<file path="src/rtl/spi_cw_pkg.sv">
package spi_cw_pkg;

    localparam int WORD_W = 32;
    localparam int MMS_W  = 4;
    localparam int ADDR_W = 16;
    localparam int LENF_W = 7;

    typedef enum logic [2:0] {
        ST_IDLE,
        ST_LOAD,
        ST_SHIFT,
        ST_CHECK,
        ST_FINISH,
        ST_DONE
    } ctl_state_t;

    typedef enum logic [1:0] {
        PH_IDLE,
        PH_LOW,
        PH_HIGH
    } phase_t;

endpackage

</file>
<file path="src/rtl/scw_header_gen.sv">
module scw_header_gen
    import spi_cw_pkg::*;
(
    input  logic [ADDR_W-1:0] addr_i,
    input  logic [MMS_W-1:0]  mms_i,
    input  logic [LENF_W-1:0] len_m1_i,
    output logic [WORD_W-1:0] hdr_o
);

    logic [WORD_W-1:0] body;

    always_comb begin
        body        = '0;
        body[29]    = 1'b1;                 // write flag
        body[27:24] = mms_i;
        body[23:8]  = addr_i;
        body[7:1]   = len_m1_i;
        body[0]     = ~(^body[WORD_W-1:1]); // odd overall parity
        hdr_o       = body;
    end

endmodule

</file>
<file path="src/rtl/scw_bit_shifter.sv">
module scw_bit_shifter
    import spi_cw_pkg::*;
#(
    parameter int HALF_DIV = 2
) (
    input  logic              clk,
    input  logic              rst_n,
    input  logic              load_i,
    input  logic [WORD_W-1:0] word_i,
    input  logic              miso_i,
    output logic              sclk_o,
    output logic              mosi_o,
    output logic              word_done_o,
    output logic [WORD_W-1:0] rx_word_o
);

    localparam int DIV_W = $clog2(HALF_DIV) + 1;
    localparam int BIT_W = $clog2(WORD_W);

    phase_t            phase;
    logic [DIV_W-1:0]  dcnt;
    logic [BIT_W-1:0]  bcnt;
    logic [WORD_W-1:0] tx_sh;
    logic [WORD_W-1:0] rx_sh;
    logic              sclk_q;
    logic              done_q;
    logic              half_end;

    assign half_end = (dcnt == DIV_W'(HALF_DIV - 1));

    always_ff @(posedge clk or negedge rst_n) begin
        if (!rst_n) begin
            phase  <= PH_IDLE;
            dcnt   <= '0;
            bcnt   <= '0;
            tx_sh  <= '0;
            rx_sh  <= '0;
            sclk_q <= 1'b0;
            done_q <= 1'b0;
        end else begin
            done_q <= 1'b0;
            unique case (phase)
                PH_IDLE: begin
                    if (load_i) begin
                        tx_sh <= word_i;
                        bcnt  <= '0;
                        dcnt  <= '0;
                        phase <= PH_LOW;
                    end
                end
                PH_LOW: begin
                    if (half_end) begin
                        dcnt   <= '0;
                        sclk_q <= 1'b1;
                        rx_sh  <= {rx_sh[WORD_W-2:0], miso_i};
                        phase  <= PH_HIGH;
                    end else begin
                        dcnt <= dcnt + 1'b1;
                    end
                end
                PH_HIGH: begin
                    if (half_end) begin
                        dcnt   <= '0;
                        sclk_q <= 1'b0;
                        if (bcnt == BIT_W'(WORD_W - 1)) begin
                            phase  <= PH_IDLE;
                            done_q <= 1'b1;
                        end else begin
                            bcnt  <= bcnt + 1'b1;
                            tx_sh <= {tx_sh[WORD_W-2:0], 1'b0};
                            phase <= PH_LOW;
                        end
                    end else begin
                        dcnt <= dcnt + 1'b1;
                    end
                end
                default: phase <= PH_IDLE;
            endcase
        end
    end

    assign sclk_o      = sclk_q;
    assign mosi_o      = tx_sh[WORD_W-1];
    assign word_done_o = done_q;
    assign rx_word_o   = rx_sh;

endmodule

</file>
<file path="src/rtl/scw_echo_check.sv">
module scw_echo_check
    import spi_cw_pkg::*;
(
    input  logic              clk,
    input  logic              rst_n,
    input  logic              clear_i,
    input  logic              sent_i,
    input  logic [WORD_W-1:0] sent_word_i,
    input  logic              cmp_i,
    input  logic              skip_i,
    input  logic [WORD_W-1:0] rx_word_i,
    output logic              mismatch_o
);

    logic [WORD_W-1:0] cur_q;
    logic [WORD_W-1:0] prev_q;
    logic              bad_q;

    always_ff @(posedge clk or negedge rst_n) begin
        if (!rst_n) begin
            cur_q  <= '0;
            prev_q <= '0;
            bad_q  <= 1'b0;
        end else begin
            if (clear_i) begin
                bad_q <= 1'b0;
            end else if (cmp_i && !skip_i && (rx_word_i != prev_q)) begin
                bad_q <= 1'b1;
            end
            if (sent_i) begin
                prev_q <= cur_q;
                cur_q  <= sent_word_i;
            end
        end
    end

    assign mismatch_o = bad_q;

endmodule

</file>
<file path="src/rtl/spi_ctrl_writer.sv">
module spi_ctrl_writer
    import spi_cw_pkg::*;
#(
    parameter int HALF_DIV = 2,
    parameter int MAX_REGS = 128,
    parameter int CNT_W    = $clog2(MAX_REGS + 2),
    parameter int IDX_W    = $clog2(MAX_REGS)
) (
    input  logic              clk,
    input  logic              rst_n,
    input  logic              start_i,
    input  logic [15:0]       addr_i,
    input  logic [3:0]        mms_i,
    input  logic [CNT_W-1:0]  count_i,
    output logic [IDX_W-1:0]  data_idx_o,
    input  logic [31:0]       data_i,
    output logic              busy_o,
    output logic              done_o,
    output logic              proto_err_o,
    output logic              len_err_o,
    output logic              sclk_o,
    output logic              csn_o,
    output logic              mosi_o,
    input  logic              miso_i
);

    ctl_state_t        state, state_nx;
    logic [ADDR_W-1:0] addr_q;
    logic [MMS_W-1:0]  mms_q;
    logic [CNT_W-1:0]  cnt_q;
    logic [CNT_W-1:0]  widx;
    logic              len_err_q;
    logic              count_ok;
    logic              last_word;
    logic [WORD_W-1:0] hdr;
    logic [WORD_W-1:0] tx_word;
    logic              load;
    logic              cmp;
    logic              clear;
    logic              active;
    logic              sh_mosi;
    logic              sh_done;
    logic [WORD_W-1:0] rx_word;
    logic              mismatch;

    assign count_ok  = (count_i != '0) && (count_i <= CNT_W'(MAX_REGS));
    assign last_word = (widx == cnt_q + 1'b1);

    scw_header_gen u_hdr (
        .addr_i   (addr_q),
        .mms_i    (mms_q),
        .len_m1_i (LENF_W'(cnt_q - 1'b1)),
        .hdr_o    (hdr)
    );

    always_comb begin
        if (widx == '0) begin
            tx_word = hdr;
        end else if (last_word) begin
            tx_word = '0;
        end else begin
            tx_word = data_i;
        end
    end

    scw_bit_shifter #(.HALF_DIV(HALF_DIV)) u_shift (
        .clk         (clk),
        .rst_n       (rst_n),
        .load_i      (load),
        .word_i      (tx_word),
        .miso_i      (miso_i),
        .sclk_o      (sclk_o),
        .mosi_o      (sh_mosi),
        .word_done_o (sh_done),
        .rx_word_o   (rx_word)
    );

    scw_echo_check u_echo (
        .clk         (clk),
        .rst_n       (rst_n),
        .clear_i     (clear),
        .sent_i      (load),
        .sent_word_i (tx_word),
        .cmp_i       (cmp),
        .skip_i      (widx == '0),
        .rx_word_i   (rx_word),
        .mismatch_o  (mismatch)
    );

    // Next-state logic
    always_comb begin
        state_nx = state;
        unique case (state)
            ST_IDLE:   if (start_i) state_nx = count_ok ? ST_LOAD : ST_DONE;
            ST_LOAD:   state_nx = ST_SHIFT;
            ST_SHIFT:  if (sh_done) state_nx = ST_CHECK;
            ST_CHECK:  state_nx = last_word ? ST_FINISH : ST_LOAD;
            ST_FINISH: state_nx = ST_DONE;
            ST_DONE:   state_nx = ST_IDLE;
            default:   state_nx = ST_IDLE;
        endcase
    end

    // State register and request datapath
    always_ff @(posedge clk or negedge rst_n) begin
        if (!rst_n) begin
            state     <= ST_IDLE;
            addr_q    <= '0;
            mms_q     <= '0;
            cnt_q     <= '0;
            widx      <= '0;
            len_err_q <= 1'b0;
        end else begin
            state <= state_nx;
            if (state == ST_IDLE && start_i) begin
                len_err_q <= !count_ok;
                widx      <= '0;
                if (count_ok) begin
                    addr_q <= addr_i;
                    mms_q  <= mms_i;
                    cnt_q  <= count_i;
                end
            end else if (state == ST_CHECK && !last_word) begin
                widx <= widx + 1'b1;
            end
        end
    end

    // Outputs
    always_comb begin
        active      = (state == ST_LOAD) || (state == ST_SHIFT) || (state == ST_CHECK);
        load        = (state == ST_LOAD);
        cmp         = (state == ST_CHECK);
        clear       = (state == ST_IDLE) && start_i;
        busy_o      = (state != ST_IDLE);
        done_o      = (state == ST_DONE);
        proto_err_o = done_o && mismatch;
        len_err_o   = done_o && len_err_q;
        csn_o       = !active;
        mosi_o      = active && sh_mosi;
        data_idx_o  = IDX_W'(widx - 1'b1);
    end

endmodule

</file>
<file path="config.mk">
export PLATFORM = sky130hd
export DESIGN_NAME = spi_ctrl_writer
export DESIGN_NICKNAME = d
export VERILOG_FILES = /design/src/rtl/spi_cw_pkg.sv /design/src/rtl/scw_header_gen.sv /design/src/rtl/scw_bit_shifter.sv /design/src/rtl/scw_echo_check.sv /design/src/rtl/spi_ctrl_writer.sv
export SDC_FILE = /design/constraint.sdc
export NUM_CORES = 1
export LEC_CHECK = 0
export BUFFER_PORTS_ARGS = -buffer_cell sky130_fd_sc_hd__clkbuf_2
export CAP_MARGIN = 20
export CORE_MARGIN = 3
export CORE_UTILIZATION = 60
export DETAILED_ROUTE_END_ITERATION = 7
export PLACE_DENSITY = 0.82
export SLEW_MARGIN = 40
export SYNTH_ARGS = -nofsm -noshare
export SYNTH_HDL_FRONTEND = slang
export SYNTH_HIERARCHICAL = 1
export SYNTH_SLANG_ARGS = --single-unit
</file>
<file path="constraint.sdc">
create_clock -name clk -period 3.1 [get_ports clk]
set_input_delay 0.93 -clock clk [delete_from_list [all_inputs] [get_ports clk]]
set_output_delay 0.93 -clock clk [all_outputs]
set_load 0.02 [all_outputs]
</file>
# Yosys cells after proc, flatten, opt, wreduce, memory -nomap -nowiden
# Cells that the tools add are included.
# Widths: inputs -> output; s select.
dict set report word_totals {
  out_inout_bits 14
  wordCells 107
  input_bits 64
  register_bits 180
}
dict set report classes {
  bitwise 1
  n_addsub 6
  n_eq_ne 17
  mux 33
  n_reduce_logical 33
  n_lt_le_gt_ge 1
}
# operator n
set op_table {}
lappend op_table {{$mux 32} 5}
lappend op_table {{$pmux 32 s2} 1}
lappend op_table {{$ne 32x32->1} 1}
lappend op_table {{$reduce_xor 31->1} 1}
lappend op_table {{$add 8x1->8 const B} 2}
lappend op_table {{$mux 8} 2}
lappend op_table {{$mux 5} 3}
lappend op_table {{$pmux 3 s5} 1}
lappend op_table {{$sub 7x1->7 const B} 2}
lappend op_table {{$mux 3} 4}
lappend op_table {{$mux 2} 5}
lappend op_table {{$pmux 5 s2} 1}
lappend op_table {{$reduce_bool 2->1} 5}
lappend op_table {{$eq 8x8->1} 1}
lappend op_table {{$le 8x8->1 const B} 1}
lappend op_table {{$logic_and 1x1->1} 8}
lappend op_table {{$logic_not 8->1} 1}
lappend op_table {{$mux 1} 8}
lappend op_table {{$reduce_and 2->1} 4}
lappend op_table {{$reduce_bool 8->1} 1}
lappend op_table {{$eq 3x2->1 const B} 2}
lappend op_table {{$eq 3x3->1 const B} 2}
lappend op_table {{$ne 2x1->1 const B} 3}
lappend op_table {{$ne 2x2->1 const B} 3}
lappend op_table {{other kinds (18)} 24}

# Longest topological paths before layout
# Gate-level depths: netlist of run 1.
dict set report logic_depth {
  ltp_word 6
  depth_mapped 14
  ltp_nobuf 13
}

# Modules after synthesis
# Netlist of run 1, hierarchy kept.
# mod seq_area_each_um2 cells_per_inst area_each_um2 instances
set modules_own_cells {}
lappend modules_own_cells {scw_bit_shifter 1876.8 224 3468.3 1}
lappend modules_own_cells {scw_echo_check 1626.6 182 2745.1 1}
lappend modules_own_cells {spi_ctrl_writer 1001.0 322 2743.9 1}
lappend modules_own_cells {scw_header_gen 0.0 57 485.5 1}

# Least setup slack after synthesis of run 1
# Ideal clock, no wire load.
dict set report synth_path {
  path_kind {in2reg}
  start {input count_i[2]}
  end {register addr_q[0]}
  setup_time_ps 125
  t_arrival_ps 2581
  t_required_ps 2975
  cell_stages 7
  setup_slack_ps 394
  n_path_buf 2
  cell_sequence {or4_1 -> nor4_2 -> xor2_1 -> or2_2 -> buf_6 -> buf_12 -> mux2_4}
}
dict set report synth_via {
  elab_chain_len 3
  elab_cells_between_ends 4
  cone_classes {order compare (1); reduce/logical (3)}
}
# element line
set synth_lines {}
lappend synth_lines {{start: declaration} spi_ctrl_writer.sv:14} ;# input logic [CNT_W-1:0] count_i,
lappend synth_lines {{$le 8x8->1 or $reduce_bool 8->1 (tied branches)} spi_ctrl_writer.sv:46} ;# assign count_ok = (count_i != '0) && (count_i <= CNT_W'(MAX_REGS));
lappend synth_lines {{$logic_and 1x1->1 *} spi_ctrl_writer.sv:46}
lappend synth_lines {{$reduce_and 2->1 (no source line) *} --}
lappend synth_lines {{end signal: assignment} spi_ctrl_writer.sv:119} ;# addr_q <= addr_i;
lappend synth_lines {{end: declaration} spi_ctrl_writer.sv:28} ;# logic [ADDR_W-1:0] addr_q;
# Every way passes the cells marked *; elsewhere a longest branch is shown, timed or not.
# A chain may end at the register's enable or synchronous reset.

# Worst setup path after layout of run 1
dict set report layout_path {
  start {register cnt_q[1]}
  end {register u_shift.tx_sh[8]}
}
dict set report layout_via {
  elab_chain_len 6
}
# element line
set layout_lines {}
lappend layout_lines {{start: declaration} spi_ctrl_writer.sv:30} ;# logic [CNT_W-1:0] cnt_q;
lappend layout_lines {{start signal: assignment} spi_ctrl_writer.sv:121} ;# cnt_q <= count_i;
lappend layout_lines {{$add 8x1->8} spi_ctrl_writer.sv:47} ;# assign last_word = (widx == cnt_q + 1'b1);
lappend layout_lines {{$eq 8x8->1} spi_ctrl_writer.sv:47}
lappend layout_lines {{$mux 32} spi_ctrl_writer.sv:59} ;# end else if (last_word) begin
lappend layout_lines {{$mux 32} spi_ctrl_writer.sv:57} ;# if (widx == '0) begin
lappend layout_lines {{net tx_word[8]} spi_ctrl_writer.sv:36} ;# logic [WORD_W-1:0] tx_word;
lappend layout_lines {{$mux 32} scw_bit_shifter.sv:44} ;# if (load_i) begin
lappend layout_lines {{$pmux 32 s2} scw_bit_shifter.sv:42} ;# unique case (phase)
lappend layout_lines {{end signal: assignment} scw_bit_shifter.sv:45} ;# tx_sh <= word_i;
lappend layout_lines {{end signal: assignment} scw_bit_shifter.sv:70} ;# tx_sh <= {tx_sh[WORD_W-2:0], 1'b0};
lappend layout_lines {{end: declaration} scw_bit_shifter.sv:23} ;# logic [WORD_W-1:0] tx_sh;
# The timed path passes the listed nets, and every way through them passes these cells. The select of a mux whose other input is x is not followed.

==> results of run 1 <==
[flip-flops by register name, indices dropped and copies added, names as in the netlist]
name                 flops
mms_q                    4
u_echo/mismatch_o        1
u_shift/word_done_o      1
u_echo/prev_q           32
addr_q                  16
widx                     8
u_shift/sclk_o           1
len_err_q                1
u_shift/rx_word_o       32
u_shift/dcnt             2
state                    3
u_shift/bcnt             5
u_shift/phase            2
u_shift/tx_sh           32
u_echo/cur_q            32
cnt_q                    8
[cell usage in the layout (no fill, tap or decap), types with 7 or more instances in the layout]
| cell type | count |
|---|---|
| o21ai_0 | 42 |
| nand3_1 | 12 |
| nor4_1 | 8 |
| xor2_1 | 41 |
| mux2_2 | 150 |
| ha_1 | 10 |
| nor2_1 | 13 |
| a21oi_1 | 8 |
| clkbuf_2 | 76 |
| buf_4 | 10 |
| clkbuf_16 | 17 |
| and3_1 | 10 |
| nor3_1 | 7 |
| inv_1 | 16 |
| mux2_4 | 38 |
| dfrtp_1 | 179 |
| xnor2_1 | 33 |
| nand2_1 | 77 |
[synth_stat cells, types with 5 or more instances]
cell	instances	area [µm²]
nand3_1	12	60.1
buf_2	21	105
mux2_2	150	1690
xor2_1	41	359
nand2_1	77	289
nor4_1	8	50.1
and3_1	10	62.6
buf_6	6	67.6
clkbuf_1	9	33.8
xnor2_1	33	289
o21ai_0	42	210
nor2_1	13	48.8
buf_4	36	270
dfrtp_1	180	4500
nand2b_1	5	31.3
nor3_1	10	50.1
ha_1	10	125
mux2i_1	5	50.1
inv_1	16	60.1
mux2_4	38	571
a21oi_1	8	40.0
[per-layer routing]
metal  share of wire  vias up  global-route usage
li1                -     2763                   -
met1            0.45     3003               0.317
met2            0.48      180               0.369
met3           0.052       30              0.0528
met4           0.017        0              0.0648
met5               0        -                   0
[power groups by stage]
stage               registers, mW  clock network [mW]  logic (mW)
CTS                          4.17                2.12        6.10
detailed placement           4.19                   0        6.08
global route                 4.30                2.24        6.59
finish                       4.19                2.10        6.10
floorplan                    3.82                   0        5.34
global placement             4.13                   0        5.80
[layout make-up]
cell class                      count  area (µm²)  share of cell area
Clock buffer                       22         464              0.0449
Timing Repair Buffer               90         527              0.0510
Multi-Input combinational cell    518        4400               0.426
Inverter                           16        60.1             0.00581
Sequential cell                   180        4510               0.436
Clock inverter                      9         105              0.0102
Tap cell                          211         264              0.0256
[through the flow]
step / worst slack (ns) / util / hold slack [ns] / power [mW]
floorplan: 0.394 / - / 0.456 / 9.16
global placement: 0.239 / 0.637 / 0.486 / 9.93
detailed placement: 0.133 / 0.637 / 0.490 / 10.3
CTS: 0.112 / 0.674 / 0.502 / 12.4
global route: 0.0646 / 0.675 / 0.517 / 13.1
finish: 0.233 / 0.675 / 0.482 / 12.4
[worst paths after layout]
path / cells past startpoint / start / slack (ns) / end
max in group asynchronous: 2 / rst_n / 1.81 / cnt_q[0]
worst min register to register: 1 / len_err_q / 0.50 / len_err_q
worst max register to register: 10 / cnt_q[1] / 0.23 / u_shift/tx_sh[8]
worst min-delay path: 1 / rst_n / 0.48 / u_shift/bcnt[4]
min in group clk: 1 / len_err_q / 0.50 / len_err_q
worst max-delay path: 10 / cnt_q[1] / 0.23 / u_shift/tx_sh[8]
[worst reg2reg max path, delay by kind of cell, from the launching register on]
family | cells | cell delay, ns
compound gates | 3 | 0.55
mux | 2 | 0.56
fa+ha+maj | 1 | 0.34
simple gates | 2 | 0.41
flops | 1 | 0.52
buf+inv | 1 | 0.24
xor+xnor | 1 | 0.12
[cells by family after synthesis]
logic type	count (synthesis)
buffers and inverters	89
adder cells (fa/ha/maj)	10
multiplexers	193
other	2
AO/OA/AOI/OAI	75
flip-flops	180
XOR/XNOR	77
AND/OR/NAND/NOR	159
==> flow_summary.yaml, run 1 <==
run_status:
  status: "completed"
die:
  coreArea_um2: 15300
  ios: 78
  die_x_um: 131
  dieArea_um2: 17300
  die_y_um: 131
  floorplan.initialDensity: 0.617
  rows: 45
synthesis:
  syn_avg_cell_area_um2: 12.0
  synth-xor-area-share: 0.0751
  synth_mux_area_frac: 0.245
  ys_types: 54
  ys_ff_latch: 180
  synth-seq-area-share: 0.477
  synth_adder_area_share: 0.0133
  syn-cell-area_um2: 9440
  synth-compound-area-share: 0.0474
  netlist_instances: 785
  synth_flop_cell: "dfrtp_1"
  synth_top_family_by_area: "multiplexers"
  synth-async-reset-ratio: 1.00
  synth_simple_gate_area_frac: 0.0828
  synth_edf_count: 0
  ys_warn_count: 6
clock_tree:
  cts.path.max_buffers: 2
  clkSinkCount: 180
  cts_tree: "yes"
  cts_made_buffers: 17
  cts.repair.resized: 0
  post_cts_buffers: 0
  hold_buffers: 0
  cts.clk_slew.worst_paths_ns: 0.07
  root_buffer: "clkbuf_16"
  clk_latency_ns: 0.43
  htreeDepth: 4
sta:
  setup_violations: 0
  hold_violations: 0
  fin_skew_ns: 0.0101
  period_share: 0.925
  drv_slew: 0
  max_slew_margin: 0.562
  fmax_mhz: 349
  worst_pin_slew_ns: 0.657
  setup_tns_ns: 0
  rsz0062_at_grt: "false"
  fin_crit_ns: 2.87
finish:
  design_area_um2: 10300
  diodes: 0
  drive_above_1_share: 0.380
  final_nets: 897
  syn2layout_area_growth_pct: 9.39
  fillerInstances: 1114
  final_cells: 1046
worst_setup_path:
  cp_cell_sequence: "ha_1 > xnor2_1 > nor4b_2 > a41oi_1 > a211o_1 > buf_4 > nand2_1 > o21ai_0 > mux2_2 > mux2_4"
  critical-path-top-delay-family: "multiplexers"
  cp_slowest_cell: "dfrtp_1"
  critPathArrivalTime_ns: 3.17
  worstPathRequired_ns: 3.41
  path_class: "reg2reg"
  cp_max_fo: 27
  end_kind: "flop"
  critical_path_buf_inv_count: 1
  cp-start-kind: "flop"
  max_stage_delay_ns: 0.52
placement:
  dpl_cell_area_um2: 9750
  dp.cells: 1015
  gp_congestion: 0.929
  port_buffers: 77
  hpwl_mm: 13.8
global_route:
  grt_usage: 0.230
  grt_pass1_wl_mm: 32.1
  grt_pass1_vias: 6112
  grt_max_degree: 67
  antenna_found_initial: 0
  overflow: 0
route:
  viasPerCell: 5.71
  vias: 5976
  drt_pass1_iterations: 5
  routedWlPerCell_um: 18.5
  drtIter0Drc: 413
  routed_wl_mm: 19.3
  antenna_left: 0
  route.detailed.drc: 0
power_and_ir_drop:
  seqPwrFrac: 0.338
  leakage_nw: 5.01
  p_int_mw: 7.83
  p_per_area_nw_per_um2: 1200
  clockPowerShare: 0.169
  combPwrFrac: 0.492
  p_sw_mw: 4.55
  power_switching_share: 0.368
  ir_worst_vdd_mv: 1.09
run:
  maxCapViolCount: 0
hold_path:
  min_path_type: "in2async"
Power figures use the tool's default switching activity.
==> inputs of run 2 (changes only) <==
--- a/config.mk
+++ b/config.mk
@@ -7,10 +7,12 @@
 export LEC_CHECK = 0
 export BUFFER_PORTS_ARGS = -buffer_cell sky130_fd_sc_hd__clkbuf_2
 export CAP_MARGIN = 20
-export CORE_MARGIN = 3
-export CORE_UTILIZATION = 60
+export CELL_PAD_IN_SITES_DETAIL_PLACEMENT = 0
+export CELL_PAD_IN_SITES_GLOBAL_PLACEMENT = 1
+export CORE_UTILIZATION = 51
+export CTS_BUF_LIST = sky130_fd_sc_hd__clkbuf_8
 export DETAILED_ROUTE_END_ITERATION = 7
-export PLACE_DENSITY = 0.82
+export PLACE_DENSITY = 0.85
 export SLEW_MARGIN = 40
 export SYNTH_ARGS = -nofsm -noshare
 export SYNTH_HDL_FRONTEND = slang
==> flow_summary.yaml, run 2 (synthesis results as in run 1) <==
run_status:
  status: "completed"
finish:
  drive_above_1_share: 0.381
  syn2layout_area_growth_pct: 7.67
  final_common_cell: "dfrtp_1"
  final_nets: 895
  design_area_um2: 10200
  layout_common_cells: "dfrtp_1, mux2_2, nand2_1, clkbuf_2, o21ai_0"
  final_cells: 1063
  diodes: 0
worst_setup_path:
  cp_max_fo: 23
  critPathArrivalTime_ns: 3.25
  r2r_setup_slack_ns: 0.20
  path_class: "reg2reg"
  end_kind: "flop"
  cp-start-kind: "flop"
  rr_endpoint: "u_shift/tx_sh[26]"
  r2r-start: "cnt_q[1]"
  worstPathRequired_ns: 3.45
  reg2reg_depth: 10
placement:
  dpl_cell_area_um2: 9760
  gp_congestion: 0.826
  dp_slack_ns: 0.158
  hpwl_mm: 13.4
  port_buffers: 77
  dp.cells: 1031
sta:
  period_share: 0.937
  worst_pin_slew_ns: 0.823
  setup_tns_ns: 0
  max_slew_margin: 0.452
  fmax_mhz: 344
  hold_violations: 0
  fin_skew_ns: 0.0156
  fin_crit_ns: 2.90
  setup_violations: 0
  drv_slew: 0
  layout_setup_ws_ns: 0.195
  rsz0062_at_grt: "false"
hold_path:
  min_path_type: "in2async"
run:
  maxCapViolCount: 0
global_route:
  grt_pass1_vias: 6197
  grt_pass1_wl_mm: 31.4
  grt_usage: 0.206
  grt_max_degree: 66
  antenna_found_initial: 0
  overflow: 0
power_and_ir_drop:
  seqPwrFrac: 0.354
  p_per_area_nw_per_um2: 1150
  leakage_nw: 4.92
  p_int_mw: 7.25
  power_switching_share: 0.381
  clockPowerShare: 0.137
  ir_worst_vdd_mv: 0.617
  power.total_mw: 11.7
  p_sw_mw: 4.46
  combPwrFrac: 0.508
clock_tree:
  post_cts_buffers: 0
  hold_buffers: 0
  cts.clk_slew.worst_paths_ns: 0.09
  root_buffer: "clkbuf_8"
  cts_tree: "yes"
  cts.path.max_buffers: 2
  clkSinkCount: 180
  cts_made_buffers: 17
  cts.repair.resized: 0
  htreeDepth: 4
  clk_latency_ns: 0.46
die:
  dieArea_um2: 19100
  die_x_um: 138
  coreArea_um2: 18000
  die_y_um: 138
  floorplan.initialDensity: 0.524
  rows: 49
  ios: 78
route:
  vias: 5796
  routed_wl_mm: 18.5
  routedWlPerCell_um: 17.4
  drt_pass1_iterations: 4
  antenna_left: 0
  viasPerCell: 5.45
  route.detailed.drc: 0
  drtIter0Drc: 301
[run 2: changes by cell type in the layout (fill, tap and decap cells not counted), moves of 3 or more]
cell       delta
clkbuf_16    -17
clkbuf_1      -3
inv_6         +4
clkinv_2      -4
clkbuf_8     +17
inv_8         +4
[run 2: layout make-up]
class                           count  area, µm²
Fill cell                        1538       7860
Sequential cell                   180       4510
Multi-Input combinational cell    518       4400
Timing Repair Buffer               88        512
Tap cell                          229        287
Clock buffer                       19        262
Clock inverter                     13        138
Inverter                           16       60.1
[run 2: layer usage]
| layer | GRT usage | routed length, µm | part of all wire |
|---|---|---|---|
| met2 | 0.324 | 8560 | 0.46 |
| met4 | 0.0648 | 227 | 0.012 |
| met1 | 0.290 | 8940 | 0.48 |
| met5 | 0 | 0 | 0 |
| met3 | 0.0360 | 726 | 0.039 |
[run 2: power groups by stage]
stage	clock network (mW)	logic [mW]	registers, mW
2_1_floorplan	0	5.34	3.82
3_3_place_gp	0	5.79	4.14
3_5_place_dp	0	6.04	4.19
4_1_cts	1.65	6.03	4.14
5_1_grt	1.76	6.50	4.28
6_report	1.61	5.95	4.15
[run 2: worst max path at each step]
stage               start                 to  slack (ns)  depth (start not counted)
6_report         cnt_q[1]  u_shift/tx_sh[26]        0.20                         10
2_1_floorplan  count_i[2]          addr_q[0]        0.39                          7
3_3_place_gp   count_i[2]         addr_q[12]        0.26                          7
3_5_place_dp   count_i[2]          addr_q[7]        0.16                          7
4_1_cts          cnt_q[0]  u_shift/tx_sh[20]        0.16                         11
5_1_grt          cnt_q[0]    u_echo/cur_q[0]        0.04                         12
[run 2: per-stage QoR]
stage           util  hold WS, ns
2_1_floorplan      -        0.456
3_3_place_gp   0.542        0.486
3_5_place_dp   0.542        0.493
4_1_cts        0.564        0.400
5_1_grt        0.564        0.422
6_report       0.564        0.410
[run 2: worst max-delay path, stage by stage (launching register included)]
cell and delay, ns:
dfrtp_1 0.54, ha_1 0.36, xnor2_1 0.12, nor4b_2 0.29, a41oi_1 0.10, a211o_1 0.36
buf_4 0.23, nand2_1 0.14, o21ai_0 0.11, mux2_2 0.28, mux2_4 0.25
